==> config.mk <==
export PLATFORM = sky130hd
export DESIGN_NAME = simd_pack_unit
export DESIGN_NICKNAME = d
export VERILOG_FILES = /design/src/rtl/simd_pack_pkg.sv /design/src/rtl/sat_narrow_lane.sv /design/src/rtl/simd_pack_core.sv /design/src/rtl/simd_pack_unit.sv
export SDC_FILE = /design/constraint.sdc
export NUM_CORES = 1
export LEC_CHECK = 0
export CORE_ASPECT_RATIO = 0.6
export CORE_MARGIN = 10
export CORE_UTILIZATION = 64
export DETAILED_ROUTE_END_ITERATION = 10
export DONT_BUFFER_PORTS = 1
export PLACE_DENSITY = 0.8
export SYNTH_ARGS = -nofsm -noshare
export SYNTH_HDL_FRONTEND = slang
export SYNTH_SLANG_ARGS = --single-unit
==> constraint.sdc <==
create_clock -name clk -period 2.4 [get_ports clk]
set_input_delay 0.6 -clock clk [delete_from_list [all_inputs] [get_ports clk]]
set_output_delay 0.6 -clock clk [all_outputs]
set_load 0.03 [all_outputs]
==> src/rtl/simd_pack_pkg.sv <==
// Shared definitions for the saturating pack unit.
// Assumes a 2-bit mode field whose fourth encoding is reserved.
package simd_pack_pkg;
    typedef enum logic [1:0] {
        NARROW_D2W_S = 2'b00,
        NARROW_W2B_S = 2'b01,
        NARROW_W2B_U = 2'b10,
        NARROW_BAD   = 2'b11
    } narrow_mode_e;
endpackage

==> src/rtl/sat_narrow_lane.sv <==
// One narrowing lane: reduces an IN_W-bit element to IN_W/2 bits with
// signed or unsigned saturation. Assumes IN_W is even and at least 4.
// In unsigned mode the input is still read as signed, so negative values
// clamp to zero.
module sat_narrow_lane #(
    parameter int IN_W = 16
) (
    input  logic [IN_W-1:0]   din,
    input  logic              unsigned_mode,
    output logic [IN_W/2-1:0] dout
);
    localparam int OUT_W = IN_W / 2;

    logic neg;
    logic fits_s;
    logic fits_u;

    // Range detection: sign and whether the upper bits are redundant.
    always_comb begin
        neg    = din[IN_W-1];
        fits_s = (din[IN_W-1:OUT_W-1] == {(OUT_W+1){1'b0}}) ||
                 (din[IN_W-1:OUT_W-1] == {(OUT_W+1){1'b1}});
        fits_u = (din[IN_W-1:OUT_W] == {OUT_W{1'b0}});
    end

    // Clamp selection per saturation kind.
    always_comb begin
        if (unsigned_mode) begin
            if (neg)          dout = {OUT_W{1'b0}};
            else if (!fits_u) dout = {OUT_W{1'b1}};
            else              dout = din[OUT_W-1:0];
        end else begin
            if (fits_s)       dout = din[OUT_W-1:0];
            else if (neg)     dout = {1'b1, {(OUT_W-1){1'b0}}};
            else              dout = {1'b0, {(OUT_W-1){1'b1}}};
        end
    end

    // Lane-level checks.
    always_comb begin
        // signed narrowing never flips the sign of an element.
        a_r4_sign_kept: assert (unsigned_mode || (dout[OUT_W-1] == din[IN_W-1]));
        // an unsigned-mode output never carries a value from a negative input.
        a_r6_neg_clamps_zero: assert (!unsigned_mode || !din[IN_W-1] || (dout == '0));
        // an unsigned-mode value inside the range keeps its numeric value.
        a_r7_fit_unchanged: assert (!unsigned_mode || (din > IN_W'(dout)) || (IN_W'(dout) == din));
    end
endmodule

==> src/rtl/simd_pack_core.sv <==
// Combinational pack datapath: joins {src, dst}, narrows every element
// in all three modes in parallel and selects the result by mode.
// Assumes DATA_W is a multiple of 32.
module simd_pack_core
    import simd_pack_pkg::*;
#(
    parameter int DATA_W = 64
) (
    input  logic [1:0]        mode,
    input  logic [DATA_W-1:0] dst,
    input  logic [DATA_W-1:0] src,
    output logic [DATA_W-1:0] packed_res,
    output logic              bad_mode
);
    localparam int WIDE_W = 2 * DATA_W;
    localparam int DW_W   = 32;
    localparam int W_W    = 16;
    localparam int N_DW   = WIDE_W / DW_W;
    localparam int N_W    = WIDE_W / W_W;

    logic [WIDE_W-1:0] wide;
    logic [DATA_W-1:0] d2w_res;
    logic [DATA_W-1:0] w2b_res;
    logic              w2b_unsigned;

    // Intermediate value: source forms the upper half.
    always_comb begin
        wide         = {src, dst};
        w2b_unsigned = (mode == NARROW_W2B_U);
    end

    // Doubleword-to-word lanes.
    for (genvar g = 0; g < N_DW; g++) begin : g_d2w
        sat_narrow_lane #(.IN_W(DW_W)) u_lane (
            .din          (wide[g*DW_W +: DW_W]),
            .unsigned_mode(1'b0),
            .dout         (d2w_res[g*(DW_W/2) +: DW_W/2])
        );
    end

    // Word-to-byte lanes, shared by the signed and unsigned modes.
    for (genvar g = 0; g < N_W; g++) begin : g_w2b
        sat_narrow_lane #(.IN_W(W_W)) u_lane (
            .din          (wide[g*W_W +: W_W]),
            .unsigned_mode(w2b_unsigned),
            .dout         (w2b_res[g*(W_W/2) +: W_W/2])
        );
    end

    // Mode select, with pass-through for the reserved encoding.
    always_comb begin
        bad_mode = 1'b0;
        unique case (mode)
            NARROW_D2W_S: packed_res = d2w_res;
            NARROW_W2B_S,
            NARROW_W2B_U: packed_res = w2b_res;
            default: begin
                packed_res = dst;
                bad_mode   = 1'b1;
            end
        endcase
    end
endmodule

==> src/rtl/simd_pack_unit.sv <==
// Top of the saturating pack unit. Wraps the combinational core with an
// optional output register (OUT_REG = 1) loaded on in_valid. Assumes
// in_valid carries no backpressure: every accepted operand pair produces
// a result one cycle later.
module simd_pack_unit
    import simd_pack_pkg::*;
#(
    parameter int DATA_W  = 64,
    parameter bit OUT_REG = 1'b1
) (
    input  logic              clk,
    input  logic              rst_n,
    input  logic              in_valid,
    input  logic [1:0]        mode,
    input  logic [DATA_W-1:0] dst,
    input  logic [DATA_W-1:0] src,
    output logic              out_valid,
    output logic [DATA_W-1:0] result,
    output logic              illegal_mode
);
    logic [DATA_W-1:0] core_res;
    logic              core_bad;

    simd_pack_core #(.DATA_W(DATA_W)) u_core (
        .mode      (mode),
        .dst       (dst),
        .src       (src),
        .packed_res(core_res),
        .bad_mode  (core_bad)
    );

    if (OUT_REG) begin : g_reg
        logic              vld_q;
        logic [DATA_W-1:0] res_q;
        logic              bad_q;

        // Output stage: capture on accepted input, hold otherwise.
        always_ff @(posedge clk) begin
            if (!rst_n) begin
                vld_q <= 1'b0;
                res_q <= '0;
                bad_q <= 1'b0;
            end else begin
                vld_q <= in_valid;
                if (in_valid) begin
                    res_q <= core_res;
                    bad_q <= core_bad;
                end
            end
        end

        assign out_valid    = vld_q;
        assign result       = res_q;
        assign illegal_mode = bad_q;

        // valid travels through exactly one stage.
        a_r9_valid_follow: assert property (@(posedge clk) disable iff (!rst_n)
            in_valid |=> out_valid);
        a_r9_valid_drop: assert property (@(posedge clk) disable iff (!rst_n)
            !in_valid |=> !out_valid);
        // no input accepted means the outputs hold.
        a_r9_hold: assert property (@(posedge clk) disable iff (!rst_n)
            !in_valid |=> ($stable(result) && $stable(illegal_mode)));
        // the reserved encoding returns dst and raises the flag.
        a_r8_passthru: assert property (@(posedge clk) disable iff (!rst_n)
            (in_valid && mode == NARROW_BAD) |=> (illegal_mode && result == $past(dst)));
        // legal encodings clear the flag.
        a_r8_flag_clear: assert property (@(posedge clk) disable iff (!rst_n)
            (in_valid && mode != NARROW_BAD) |=> !illegal_mode);
    end else begin : g_comb
        assign out_valid    = in_valid;
        assign result       = core_res;
        assign illegal_mode = core_bad;
    end
endmodule

== Word-level counts from Yosys, hierarchy flattened ==
Index checks and enable logic that the tools add are counted.

* Word-level logic and storage cells: 102
* Memory bits (writable): 0
* Bits in latches: 0
* Register bits after elaboration: 66
* Output and inout port bits: 66
* Memories: 0
* Input port bits: 133
* Memory bits (read-only): 0

* Magnitude comparators: 0
* Shift operators: 0
* Eq/ne operators: 14
* Multiply operators: 0
* Divide/modulo/power cells: 0
* Reduce and logical (&&, ||, !) cells: 35
* Bitwise operators: 0
* $add $sub $neg: 0
* Mux-type cells: 50

{| class="wikitable"
|+ Operators with widths
! kind !! count
|-
| 2-to-1 mux 8 bit || 40
|-
| 2-to-1 mux 16 bit || 8
|-
| case mux 64 bit (2 select lines) || 1
|-
| equality test 9 bit (second input constant) || 8
|-
| logical NOT 9 bit || 8
|-
| equality test 17 bit (second input constant) || 4
|-
| logical NOT 17 bit || 4
|-
| logical NOT 8 bit || 8
|-
| logical OR 1 bit || 12
|-
| OR reduction 3 bit || 1
|-
| equality test 2 x 1 -> 1 bit (second input constant) || 1
|-
| equality test 2 bit (second input constant) || 1
|-
| logical NOT 2 bit || 1
|-
| OR reduction 2 bit || 1
|-
| 2-to-1 mux 1 bit || 1
|}

== Depth between registers and ports, before layout ==
Gate-level depths: netlist (run 1).

* Depth in word-level cells: 5
* Gate-level depth with buffers: 9
* Depth with buffers taken out: 8

== Cells and area by module ==
From an unflattened synthesis (run 1), not the netlist that was laid out.

* Cell total of the unflattened synthesis: 714
* Area, all modules: 6098.3 µm²

{| class="wikitable"
|+ Modules (own cells, without submodules)
! module !! cells an instance !! area an instance (µm²) !! times used
|-
| simd_pack_unit || 212 || 2534.9 || 1
|-
| simd_pack_core || 226 || 1316.3 || 1
|-
| sat_narrow_lane (u_core.g_w2b[0].u_lane ...) || 18 || 155.1 || 8
|-
| sat_narrow_lane (u_core.g_d2w[0].u_lane ...) || 33 || 251.5 || 4
|}

== Worst setup path before layout (run 1) ==
OpenSTA, ideal clock, no wires.

* Path type: input-to-reg
* Start: input dst[55]
* End: register g_reg.res_q[28] (netlist: result[28])
* Arrival: 2.075 ns
* Setup slack: 0.203 ns
* Stages on the path: 6
* Library setup time: 0.122 ns
* Cell sequence: nand4_1 -> or2_1 -> or4_4 -> a21boi_1 -> o21a_1 -> a221o_1

* Cells in the longest elaborated chain, start to end: 5
* Elaborated cells on any way between the ends: 10

{| class="wikitable"
|+ RTL lines
! item !! RTL line !! source
|-
| from (decl) || simd_pack_unit.sv:15 || <nowiki>input logic [DATA_W-1:0] dst,</nowiki>
|-
| equality test 9 bit / logical NOT 9 bit (equally long branches) || sat_narrow_lane.sv:22, sat_narrow_lane.sv:21 ||
|-
| logical OR 1 bit || sat_narrow_lane.sv:21 || <nowiki>fits_s = (din[IN_W-1:OUT_W-1] == {(OUT_W+1){1'b0}}) ||</nowiki>
|-
| 2-to-1 mux 8 bit || sat_narrow_lane.sv:33 || <nowiki>if (fits_s) dout = din[OUT_W-1:0];</nowiki>
|-
| 2-to-1 mux 8 bit || sat_narrow_lane.sv:28 || <nowiki>if (unsigned_mode) begin</nowiki>
|-
| case mux 64 bit (2 select lines) (*) || simd_pack_core.sv:53 || <nowiki>unique case (mode)</nowiki>
|-
| to (signal assigned) || simd_pack_unit.sv:46 || <nowiki>res_q <= core_res;</nowiki>
|-
| to (decl) || simd_pack_unit.sv:34 || <nowiki>logic [DATA_W-1:0] res_q;</nowiki>
|}

Every way passes the cells marked *; elsewhere a longest branch is shown, timed or not.
A chain may end at the register's enable or synchronous reset.

== Worst setup path in the final report (run 1) ==
* Start: input dst[27]
* End: register g_reg.res_q[10] (netlist: result[10])

* Cells in the longest elaborated chain, start to end: 5
* Elaborated cells on any way between the ends: 13

{| class="wikitable"
|+ RTL lines
! item !! RTL line !! source
|-
| equality test 9 bit (tied with other cells) || sat_narrow_lane.sv:22 || <nowiki>(din[IN_W-1:OUT_W-1] == {(OUT_W+1){1'b1}});</nowiki>
|-
| logical OR 1 bit / 2-to-1 mux 8 bit (equally long branches) || sat_narrow_lane.sv:21, sat_narrow_lane.sv:30 ||
|-
| 2-to-1 mux 8 bit (on tied branches) || sat_narrow_lane.sv:33, sat_narrow_lane.sv:29 ||
|-
| 2-to-1 mux 8 bit || sat_narrow_lane.sv:28 ||
|-
| case mux 64 bit (2 select lines) (*) || simd_pack_core.sv:53 ||
|}

Marks and branches as above.

==> qor.log, run 1 <==
INFO  synth          yosysTopAreaCellShare=29.97%
INFO  synth          synth_area_per_cell=7.386um2
INFO  synth          yosysUniqueCellTypes=55
INFO  finish         nets=733
INFO  synth          synth_sequential_area_ratio=29.97%
INFO  synth          async_flop_share=0%
INFO  floorplan      die_height=84.30um
INFO  finish         num_antenna_cells=0
INFO  sta            setup_viol=0
INFO  routing        drt_pre_antenna_iters=6
INFO  cts            cts-buffers-inserted=9
INFO  power_and_ir_drop total_leakage_power=1.759nW
INFO  synth          netlist_top_cells_area=sky130_fd_sc_hd__dfxtp_1 (30%), sky130_fd_sc_hd__o21ai_0 (7.0%), sky130_fd_sc_hd__a21oi_1 (6.6%)
INFO  power_and_ir_drop power_frac_seq=42.8%
INFO  setup_path     crit_path_end_kind=flop
INFO  cts            clock_tree.buffer_depth=2
INFO  synth          synth_top_cell_by_area=sky130_fd_sc_hd__dfxtp_1
INFO  routing        via_count_of_the_routed_design=5382
INFO  setup_path     cp_max_fo=7
INFO  cts            cts_hold_buf=0
INFO  run            drv_cap=0
INFO  synth          register_bit_count_reported_by_yosys=66
INFO  sta            finalWorstPathRequiredPeriod=2.142ns
INFO  global_routing grt_antenna_before_repair=0
INFO  cts            post_cts_resize_count=0
INFO  finish         count_of_fill_cells_added_during_filler_insertion=536
INFO  power_and_ir_drop power.switching_fraction=32.48%
INFO  routing        vias_per_cell=7.811
INFO  power_and_ir_drop ir_worst_vdd=0.0004322V
INFO  placed_design  finalWeightedCongestion=0.9518
INFO  synth          synth_enable_flop_cells=0
INFO  synth          syn_nets=733
INFO  hold_path      hold_path_class=primary input to flop
INFO  sta            rsz0062_at_grt=false
INFO  routing        avgRoutedWirePerCell=27.46um
INFO  cts            cts-root-buf=sky130_fd_sc_hd__clkbuf_16
INFO  floorplan      core_area=6676um2
INFO  cts            tritoncts_clock_tree=built
INFO  global_routing grt_overflow=0
INFO  outcome        outcome=finished clean
INFO  cts            cts_num_sinks=66
INFO  sta            skew=0ns
INFO  synth          synth_ff_type=sky130_fd_sc_hd__dfxtp_1
INFO  floorplan      pin_count=199
INFO  power_and_ir_drop powerDensity=697.8nW/um2
INFO  global_routing grt_pass1_wl=28500um
INFO  global_routing via_count_of_the_first_global_routing_pass=4855
INFO  synth          library_cell_with_the_highest_instance_count_after_synthesis=sky130_fd_sc_hd__nand2_1
INFO  placed_design  pre_cts_ws=0.009840ns
INFO  routing        number_of_drc_markers_after_the_initial_detailed_route_iteration=1193
INFO  sta            max_freq=466.7MHz
INFO  global_routing grt_max_degree=36
INFO  placed_design  placement.cell_area=4584um2
INFO  cts            clk_latency=0.33ns
INFO  cts            cts.clk_slew.worst_paths=0.07ns
INFO  power_and_ir_drop power.share.combinational=14.9%
INFO  sta            final_critical_path_setup_slack=0.2575ns
INFO  sta            relative_slew_slack=48.78%
INFO  finish         final_core_utilization=73.44%
INFO  setup_path     criticalPathCategory=primary input to flop
INFO  cts            ctsHtreeMaxLevel=3
INFO  floorplan      placementRows=23
INFO  cts            post_cts.repair.setup_buffers=0
INFO  finish         drive_above_1_share=8.306%
INFO  synth          synth.cells.most_frequent=sky130_fd_sc_hd__nand2_1 (67), sky130_fd_sc_hd__dfxtp_1 (66), sky130_fd_sc_hd__o21ai_0 (62)
INFO  sta            max_slew.worst_pin.slew=0.7624ns
INFO  synth          synth_warnings=0
INFO  synth          syn_inst=597
INFO  finish         design_area=4903um2
INFO  power_and_ir_drop netSwitchingPower=0.001111W
INFO  routing        drt.antenna.violating_nets=0
INFO  sta            final_max_slew_viol_count=0
INFO  floorplan      design.die.area=10720um2
INFO  global_routing grtUsageTotal=32.47%
INFO  power_and_ir_drop internal-power=0.002310W
INFO  routing        drt_wl_total=18920um
INFO  placed_design  buffer_ports.inserted=0
INFO  finish         layout-area-overhead-vs-synth=11.21%
INFO  setup_path     worstPathRequired=2.62ns
INFO  sta            post-route-period-util=89.27%
INFO  floorplan      die_w=127.2um
INFO  sta            report.final.hold_viol_count=0
INFO  setup_path     worst_ep_arrival_time=2.36ns
INFO  synth          synth_area=4409um2
INFO  floorplan      start_util=66.04%
INFO  sta            finalSetupTns=0ns
INFO  placed_design  hpwlAfterDp=14480um
INFO  routing        drc_errors=0
INFO  setup_path     cp_launch_type=primary input
INFO  power_and_ir_drop share_of_total_power_in_the_clock_network=42.3%
registers in the layout, indices dropped and copies added (netlist names):
name,count
result,64
illegal_mode,1
out_valid,1
per-stage QoR:
stage	total power (W)	cells	hold slack (ns)
after floorplan	0.001829	597	0.5668
after global routing	0.003520	689	0.3823
final	0.003422	689	0.3836
after CTS	0.003398	689	0.3804
after detailed placement	0.001975	673	0.5893
after global placement	0.001948	673	0.5819
logic make-up after synthesis:
family | after synthesis | share of synthesized area, %
AO/OA/AOI/OAI | 259 | 40.41
adder cells (fa/ha/maj) | 3 | 0.8514
buffers and inverters | 48 | 4.200
flip-flops | 66 | 29.97
multiplexers | 1 | 0.2554
AND/OR/NAND/NOR | 220 | 24.32
worst max-delay path, stage by stage:
cell,delay (ns)
sky130_fd_sc_hd__nor4_1,0.46
sky130_fd_sc_hd__buf_4,0.20
sky130_fd_sc_hd__nand2_1,0.04
sky130_fd_sc_hd__nor2_1,0.20
sky130_fd_sc_hd__a311oi_2,0.14
sky130_fd_sc_hd__and3_1,0.31
sky130_fd_sc_hd__a2111o_1,0.41
per-layer routing:
metal  up-vias  global-route usage, %  wire length (um)
met5         -                      0                 0
met4         0                  8.857               444
met3        57                  14.94              3772
met2       515                  46.96              7974
met1      2471                  42.31              6730
li1       2339                      -                 -
placed cells by master (no fill, tap or decap), types with 3 or more instances in the layout:
| cell | count |
|---|---|
| sky130_fd_sc_hd__nor3_1 | 28 |
| sky130_fd_sc_hd__nand2_1 | 67 |
| sky130_fd_sc_hd__a2111o_1 | 7 |
| sky130_fd_sc_hd__a211oi_1 | 8 |
| sky130_fd_sc_hd__a21oi_1 | 58 |
| sky130_fd_sc_hd__o21ai_1 | 4 |
| sky130_fd_sc_hd__clkbuf_16 | 9 |
| sky130_fd_sc_hd__nand3_1 | 16 |
| sky130_fd_sc_hd__and3_1 | 3 |
| sky130_fd_sc_hd__nand4_1 | 23 |
| sky130_fd_sc_hd__o211ai_1 | 3 |
| sky130_fd_sc_hd__nor4_1 | 16 |
| sky130_fd_sc_hd__dfxtp_1 | 66 |
| sky130_fd_sc_hd__inv_1 | 10 |
| sky130_fd_sc_hd__o21a_1 | 11 |
| sky130_fd_sc_hd__nand2b_1 | 5 |
| sky130_fd_sc_hd__a31oi_1 | 6 |
| sky130_fd_sc_hd__a21o_1 | 9 |
| sky130_fd_sc_hd__o211a_1 | 5 |
| sky130_fd_sc_hd__buf_4 | 25 |
| sky130_fd_sc_hd__nor2_1 | 37 |
| sky130_fd_sc_hd__o311ai_0 | 7 |
| sky130_fd_sc_hd__a22o_1 | 8 |
| sky130_fd_sc_hd__o21ai_0 | 62 |
| sky130_fd_sc_hd__o2bb2ai_1 | 7 |
| sky130_fd_sc_hd__o221ai_1 | 30 |
| sky130_fd_sc_hd__ha_1 | 3 |
| sky130_fd_sc_hd__a21boi_1 | 3 |
| sky130_fd_sc_hd__nor2b_1 | 6 |
| sky130_fd_sc_hd__and2_1 | 8 |
| sky130_fd_sc_hd__a221oi_1 | 13 |
worst paths after layout:
path	start	end	slack (ns)	cells after the start
hold / removal	rst_n	result[52]	0.38	1
setup reg to reg	result[14]	result[14]	1.29	2
hold reg to reg	result[59]	result[59]	0.59	2
setup / recovery	dst[27]	result[10]	0.26	7
power groups by stage:
| stage | logic, W | registers, W | clock network [W] |
|---|---|---|---|
| finish | 0.000511 | 0.00146 | 0.00145 |
| global route | 0.000554 | 0.00147 | 0.00149 |
| global placement | 0.000467 | 0.00148 | 0 |
| detailed placement | 0.000488 | 0.00149 | 0 |
| CTS | 0.000493 | 0.00146 | 0.00144 |
| floorplan | 0.000381 | 0.00145 | 0 |
layout make-up:
cell class | instances | area (um2) | area share (%)
clock buffer | 9 | 225.2 | 4.593
multi-input combinational | 483 | 2905 | 59.25
timing repair buffer | 26 | 207.7 | 4.236
sequential | 66 | 1321 | 26.95
tap | 87 | 108.9 | 2.220
clock inverter | 7 | 93.84 | 1.914
inverter | 11 | 41.29 | 0.8421
No activity file was read; power rests on OpenSTA's default activity.
==> inputs of run 2 (changes only) <==
--- a/config.mk
+++ b/config.mk
@@ -6,10 +6,12 @@
 export NUM_CORES = 1
 export LEC_CHECK = 0
+export CELL_PAD_IN_SITES_DETAIL_PLACEMENT = 1
+export CELL_PAD_IN_SITES_GLOBAL_PLACEMENT = 1
 export CORE_ASPECT_RATIO = 0.6
 export CORE_MARGIN = 10
-export CORE_UTILIZATION = 64
+export CORE_UTILIZATION = 44
 export DETAILED_ROUTE_END_ITERATION = 10
 export DONT_BUFFER_PORTS = 1
-export PLACE_DENSITY = 0.8
+export PLACE_DENSITY_LB_ADDON = 0.1
 export SYNTH_ARGS = -nofsm -noshare
 export SYNTH_HDL_FRONTEND = slang
==> constraint.sdc (replaced) <==
create_clock -name clk -period 2.4 [get_ports clk]
set_input_delay 0.36 -clock clk [delete_from_list [all_inputs] [get_ports clk]]
set_output_delay 0.36 -clock clk [all_outputs]
set_load 0.03 [all_outputs]
==> run 2 against run 1 <==
- total power decreased by 6.6%
- first-iteration DRC count decreased by 54%
- via count decreased by 2.5%
- sequential power about the same
- combinational power increased by 1%
- sequential cell count unchanged
- clock power decreased by 16%
- cell area decreased by 0.54%
- critical endpoint is now result[41]
- hold slack got worse by 0.24 ns
- highest routed layer unchanged
- utilization decreased by 24 points
- critical path type unchanged
==> qor.log, run 2 (synthesis gave the netlist of run 1 again) <==
INFO  sta            max_slew.worst_pin.slew=0.8712ns
INFO  finish         design_area=4877um2
INFO  power_and_ir_drop netSwitchingPower=0.001083W
INFO  sta            report.final.hold_viol_count=0
INFO  global_routing grt_pass1_wl=32130um
INFO  floorplan      core_area=9809um2
INFO  cts            cts-buffers-inserted=9
INFO  sta            relative_slew_slack=41.48%
INFO  global_routing grt_overflow=0
INFO  power_and_ir_drop powerDensity=655.3nW/um2
INFO  placed_design  finalWeightedCongestion=0.9251
INFO  finish         multi_input_area=2905um2
INFO  finish         num_antenna_cells=0
INFO  power_and_ir_drop internal-power=0.002113W
INFO  routing        vias_per_cell=7.158
INFO  setup_path     r2r_setup_slack=1.32ns
INFO  floorplan      pin_count=199
INFO  routing        detailed_routed_wire_length_on_met3=2945um
INFO  setup_path     timing.critical_path.cells=nor4_1 > a41oi_1 > nand2_1 > nand3_1 > a221oi_1 > o21ai_0
INFO  sta            finalWorstPathRequiredPeriod=1.953ns
INFO  power_and_ir_drop power.switching_fraction=33.87%
INFO  sta            max_freq=511.9MHz
INFO  power_and_ir_drop total_leakage_power=1.718nW
INFO  cts            cts.clk_slew.worst_paths=0.06ns
INFO  sta            final_max_slew_viol_count=0
INFO  placed_design  hpwlAfterDp=16830um
INFO  outcome        outcome=finished clean
INFO  floorplan      design.die.area=14560um2
INFO  routing        routed.top_layer=met4
INFO  run            drv_cap=0
INFO  placed_design  buffer_ports.inserted=0
INFO  setup_path     worstPathRequired=2.61ns
INFO  cts            clock_tree.buffer_depth=2
INFO  global_routing via_count_of_the_first_global_routing_pass=5324
INFO  sta            finalSetupTns=0ns
INFO  routing        drt_pre_antenna_iters=5
INFO  floorplan      die_w=149.2um
INFO  routing        drc_errors=0
INFO  power_and_ir_drop power.share.combinational=16.2%
INFO  setup_path     timing.reg2reg.worst_path_depth=2
INFO  placed_design  placement.cell_area=4617um2
INFO  floorplan      die_height=97.54um
INFO  global_routing grt_antenna_before_repair=0
INFO  hold_path      worstHoldEndpoint=result[13]
INFO  finish         layout-area-overhead-vs-synth=10.61%
INFO  routing        number_of_drc_markers_after_the_initial_detailed_route_iteration=548
INFO  finish         count_of_fill_cells_added_during_filler_insertion=1235
INFO  finish         layout_commonest_cell=sky130_fd_sc_hd__nand2_1
INFO  sta            post-route-period-util=81.39%
INFO  floorplan      start_util=44.95%
INFO  routing        drt.antenna.violating_nets=0
INFO  global_routing grt_max_degree=36
INFO  routing        wire_length_on_met1=8949um
INFO  cts            post_cts_resize_count=0
INFO  setup_path     cp_max_fo=6
INFO  setup_path     cpPeakStageDelay=0.60ns
INFO  sta            skew=0ns
INFO  cts            clk_latency=0.34ns
INFO  finish         number_of_flip_flops_under_the_largest_register_name=64
INFO  setup_path     crit_path_end_kind=flop
INFO  finish         drive_above_1_share=7.525%
INFO  finish         layout.area.seq=1321um2
INFO  setup_path     r2r-end=result[14]
INFO  setup_path     worst_ep_arrival_time=2.16ns
INFO  power_and_ir_drop ir_worst_vdd=0.0003658V
INFO  power_and_ir_drop totalPowerFinal=0.003196W
INFO  setup_path     timing.critical_path.slowest_stage_cell=sky130_fd_sc_hd__nor4_1
INFO  cts            post_cts.repair.setup_buffers=0
INFO  routing        drt_wl_total=21090um
INFO  global_routing grtUsageTotal=27.78%
INFO  power_and_ir_drop power_frac_seq=45.7%
INFO  cts            cts-root-buf=sky130_fd_sc_hd__clkbuf_16
INFO  setup_path     worst-path-buf-inv=0
INFO  floorplan      placementRows=28
INFO  cts            cts_num_sinks=66
INFO  routing        avgRoutedWirePerCell=28.77um
INFO  hold_path      min_delay_path_depth=1
INFO  setup_path     reg2reg_from=result[14]
INFO  setup_path     critical-path-top-delay-family=simple AND/OR/NAND/NOR gates
INFO  setup_path     timing.critical_path.from=src[27]
INFO  sta            timing.hold.ws=0.1406ns
INFO  cts            tritoncts_clock_tree=built
INFO  cts            ctsHtreeMaxLevel=3
INFO  cts            cts_hold_buf=0
INFO  hold_path      hold_path_startpoint=dst[13]
INFO  hold_path      hold_path_class=primary input to flop
INFO  finish         most-common-layout-cells=sky130_fd_sc_hd__nand2_1 (67), sky130_fd_sc_hd__dfxtp_1 (66), sky130_fd_sc_hd__o21ai_0 (62)
INFO  finish         nets=731
INFO  sta            setup_viol=0
INFO  setup_path     cp_launch_type=primary input
INFO  power_and_ir_drop share_of_total_power_in_the_clock_network=38.1%
INFO  routing        met2WireLength=8934um
INFO  sta            rsz0062_at_grt=false
INFO  setup_path     criticalPathCategory=primary input to flop
INFO  routing        via_count_of_the_routed_design=5247
run 2: cell type report:
class / count / area share (%)
multi-input combinational: 483 / 59.57
sequential: 66 / 27.09
clock buffer: 11 / 4.977
timing repair buffer: 24 / 3.694
tap: 135 / 3.463
inverter: 11 / 0.8466
clock inverter: 3 / 0.3592
run 2: per-layer routing:
metal | vias up | track usage, %
li1 | 2341 | -
met1 | 2604 | 35.44
met2 | 278 | 39.93
met3 | 24 | 15.16
met4 | 0 | 5.935
met5 | - | 0
run 2: worst register-to-register path: stages, from the launching register on:
cell,delay (ns)
sky130_fd_sc_hd__dfxtp_1,0.41
sky130_fd_sc_hd__and2_1,0.19
sky130_fd_sc_hd__a2111o_1,0.37
run 2: stage by stage:
stage	instances	utilization, %	worst slack, ns
2_1_floorplan	597	-	0.4433
3_3_place_gp	719	47.07	0.2890
3_5_place_dp	719	47.07	0.1871
4_1_cts	733	49.72	0.5440
5_1_grt	733	49.72	0.2958
6_report	733	49.72	0.4466
run 2: worst max-delay path by stage:
stage / to / slack (ns) / cells past startpoint
floorplan: result[28] / 0.44 / 6
finish: result[41] / 0.45 / 6
global route: result[41] / 0.30 / 6
CTS: result[41] / 0.54 / 6
detailed placement: result[41] / 0.19 / 6
global placement: result[12] / 0.29 / 6
run 2: power by group through the flow:
stage	combinational (W)	clock [W]	sequential [W]
after global placement	0.000482	0	0.00148
after global routing	0.000572	0.00128	0.00147
after detailed placement	0.000505	0	0.00149
final	0.000516	0.00122	0.00146
after CTS	0.000509	0.00123	0.00146
after floorplan	0.000381	0	0.00145
==> inputs of run 3 (changes only) <==
Settings changed: ABC_AREA set to 1, CORE_UTILIZATION 44 to 42.
Clock period 2.4 ns to 1.8 ns, I/O delays scaled along.
==> run 3 against run 2 <==
- register-to-register slack worse by 0.49 ns
- first-iteration DRC count is 55% higher
- clock power rose by 62%
- area after synthesis up 40%
- cell count up 86%
- sequential share of layout area decreased by 7.9 points
- sequential power grew 29%
- clock-buffer cell count fell by 1
- total power is 59% higher
- critical path depth is 4 higher
- wire length up 32%
- combinational power up 140%
- largest power group is now clock
==> qor.log, run 3 <==
INFO  setup_path     crit_path_end_kind=flop
INFO  synth          syn_nets=1309
INFO  cts            cts-buffers-inserted=9
INFO  power_and_ir_drop total_leakage_power=3.106nW
INFO  finish         layout-area-overhead-vs-synth=11.08%
INFO  finish         drive_above_1_share=6.266%
INFO  setup_path     timing.critical_path.cells=inv_1 > nand4_1 > nor2_1 > nand2_1 > nand2_1 > nand2_1 > nand2_1 > nand3_1 > nand2_1 > a21oi_1
INFO  synth          netlist_top_cells_area=sky130_fd_sc_hd__nand2_1 (28%), sky130_fd_sc_hd__dfxtp_1 (21%), sky130_fd_sc_hd__nand3_1 (13%)
INFO  setup_path     timing.reg2reg.worst_path_depth=2
INFO  placed_design  placement.cell_area=6554um2
INFO  synth          register_bit_count_reported_by_yosys=66
INFO  setup_path     worst_ep_arrival_time=1.59ns
INFO  setup_path     r2r-end=result[1]
INFO  synth          yosysTopAreaCellShare=27.55%
INFO  power_and_ir_drop power_frac_seq=37.0%
INFO  setup_path     critPathMostFrequentCell=sky130_fd_sc_hd__nand2_1
INFO  synth          synth_area_per_cell=5.274um2
INFO  power_and_ir_drop power.share.combinational=24.1%
INFO  routing        drt_wl_total=27750um
INFO  synth          synth_enable_flop_cells=0
INFO  synth          synth_sequential_area_ratio=21.36%
INFO  global_routing grt_overflow=0
INFO  hold_path      min_delay_path_depth=1
INFO  global_routing grtUsageTotal=26.70%
INFO  finish         layout_commonest_cell=sky130_fd_sc_hd__nand2_1
INFO  power_and_ir_drop ir_worst_vdd=0.0003884V
INFO  finish         nets=1297
INFO  sta            report.final.hold_viol_count=0
INFO  setup_path     worstPathRequired=2.02ns
INFO  finish         most-common-layout-cells=sky130_fd_sc_hd__nand2_1 (454), sky130_fd_sc_hd__nand3_1 (162), sky130_fd_sc_hd__a21oi_1 (146)
INFO  cts            cts_hold_buf=0
INFO  cts            tritoncts_clock_tree=built
INFO  setup_path     r2r_setup_slack=0.83ns
INFO  global_routing grt_antenna_before_repair=0
INFO  routing        avgRoutedWirePerCell=20.36um
INFO  floorplan      die_w=176.7um
INFO  synth          library_cell_with_the_highest_instance_count_after_synthesis=sky130_fd_sc_hd__nand2_1
INFO  floorplan      die_height=114.0um
INFO  setup_path     cpPeakStageDelay=0.34ns
INFO  sta            relative_slew_slack=68.10%
INFO  setup_path     cp_max_fo=8
INFO  setup_path     timing.critical_path.slowest_stage_cell=sky130_fd_sc_hd__nand2_1
INFO  placed_design  finalWeightedCongestion=0.9021
INFO  routing        vias_per_cell=5.800
INFO  synth          synth_warnings=0
INFO  floorplan      core_area=14460um2
INFO  synth          synth.cells.most_frequent=sky130_fd_sc_hd__nand2_1 (454), sky130_fd_sc_hd__nand3_1 (162), sky130_fd_sc_hd__a21oi_1 (146)
INFO  routing        number_of_drc_markers_after_the_initial_detailed_route_iteration=847
INFO  sta            max_freq=732.5MHz
INFO  cts            cts.clk_slew.worst_paths=0.06ns
INFO  sta            finalWorstPathRequiredPeriod=1.365ns
INFO  sta            setup_viol=0
INFO  power_and_ir_drop power.switching_fraction=36.41%
INFO  cts            cts-root-buf=sky130_fd_sc_hd__clkbuf_16
INFO  synth          syn_inst=1173
INFO  synth          async_flop_share=0%
INFO  routing        drt_pre_antenna_iters=5
INFO  sta            timing.hold.ws=0.03085ns
INFO  global_routing grt_pass1_wl=43790um
INFO  finish         count_of_fill_cells_added_during_filler_insertion=2131
INFO  floorplan      pin_count=199
INFO  setup_path     timing.critical_path.from=dst[15]
INFO  routing        via_count_of_the_routed_design=7906
INFO  setup_path     criticalPathCategory=primary input to flop
INFO  routing        drt.antenna.violating_nets=0
INFO  finish         layout.area.seq=1321um2
INFO  setup_path     reg2reg_from=result[1]
INFO  power_and_ir_drop netSwitchingPower=0.001852W
INFO  cts            post_cts_resize_count=0
INFO  hold_path      hold_path_class=primary input to flop
INFO  sta            final_max_slew_viol_count=0
INFO  sta            rsz0062_at_grt=false
INFO  run            drv_cap=0
INFO  placed_design  hpwlAfterDp=21430um
INFO  global_routing grt_max_degree=69
INFO  sta            max_slew.worst_pin.slew=0.4778ns
INFO  finish         multi_input_area=4213um2
INFO  sta            finalSetupTns=0ns
INFO  global_routing via_count_of_the_first_global_routing_pass=7697
INFO  floorplan      start_util=42.77%
INFO  floorplan      placementRows=34
INFO  routing        drc_errors=0
INFO  placed_design  buffer_ports.inserted=0
INFO  cts            ctsHtreeMaxLevel=3
INFO  finish         design_area=6872um2
INFO  outcome        outcome=finished clean
INFO  synth          synth_area=6186um2
INFO  synth          synth_top_cell_by_area=sky130_fd_sc_hd__nand2_1
INFO  cts            clk_latency=0.33ns
INFO  cts            clock_tree.buffer_depth=2
INFO  finish         num_antenna_cells=0
INFO  cts            post_cts.repair.setup_buffers=0
INFO  setup_path     worst_setup_path_endpoint=result[0]
INFO  finish         final_core_utilization=47.51%
INFO  power_and_ir_drop share_of_total_power_in_the_clock_network=38.9%
INFO  hold_path      hold_path_startpoint=in_valid
INFO  finish         number_of_flip_flops_under_the_largest_register_name=64
INFO  sta            post-route-period-util=75.84%
INFO  floorplan      design.die.area=20140um2
INFO  power_and_ir_drop internal-power=0.003234W
INFO  synth          yosysUniqueCellTypes=30
INFO  setup_path     cp_launch_type=primary input
INFO  sta            skew=0ns
INFO  synth          synth_ff_type=sky130_fd_sc_hd__dfxtp_1
INFO  cts            cts_num_sinks=66
INFO  power_and_ir_drop powerDensity=740.1nW/um2
## run 3: logic make-up (layout without fill, tap and decap cells)
group,count (synthesis),after routing,share of synthesized area (%)
buffers and inverters,154,146,10.62
DFF,66,66,21.36
and+or+nand+nor,745,745,50.47
AOI/OAI and AO/OA,205,205,16.95
adders and majority gates,3,3,0.6069
## run 3: layer usage
metal  GRT usage (%)  vias to the layer above  wire, um
met2           38.87                      319     11260
met3           9.175                       18      3533
met4           3.012                        0       174
met1           37.98                     3786     12780
li1                -                     3783         -
met5               0                        -         0
## run 3: power by group through the flow
stage	clock network, W	logic [W]	registers, W
after detailed placement	0	0.00120	0.00192
after global routing	0.00205	0.00137	0.00190
after global placement	0	0.00116	0.00192
final	0.00198	0.00122	0.00188
after floorplan	0	0.000846	0.00187
after CTS	0.00202	0.00121	0.00189
## run 3: worst min-delay path by stage
stage	endpoint	slack [ns]
detailed placement	illegal_mode	0.38
global placement	out_valid	0.37
floorplan	out_valid	0.36
global route	illegal_mode	0.02
CTS	illegal_mode	0.02
finish	illegal_mode	0.03
## run 3: critical path: cells and delay by family
family | cells | cell delay (ns)
AO/OA/AOI/OAI | 1 | 0.06
buffers and inverters | 1 | 0.15
AND/OR/NAND/NOR | 8 | 1.10
## run 3: layout make-up
cell class | count | area share (%)
Tap cell | 198 | 3.605
Clock buffer | 10 | 3.478
Multi-Input combinational cell | 953 | 61.31
Timing Repair Buffer | 41 | 6.300
Inverter | 90 | 4.934
Clock inverter | 5 | 1.147
Sequential cell | 66 | 19.23
## run 3: through the flow
step	worst slack (ns)	total power (W)	instances
2_1_floorplan	0.2225	0.002719	1173
3_3_place_gp	0.1702	0.003081	1348
3_5_place_dp	0.1720	0.003115	1348
4_1_cts	0.4745	0.005116	1363
5_1_grt	0.3094	0.005325	1363
6_report	0.4349	0.005086	1363
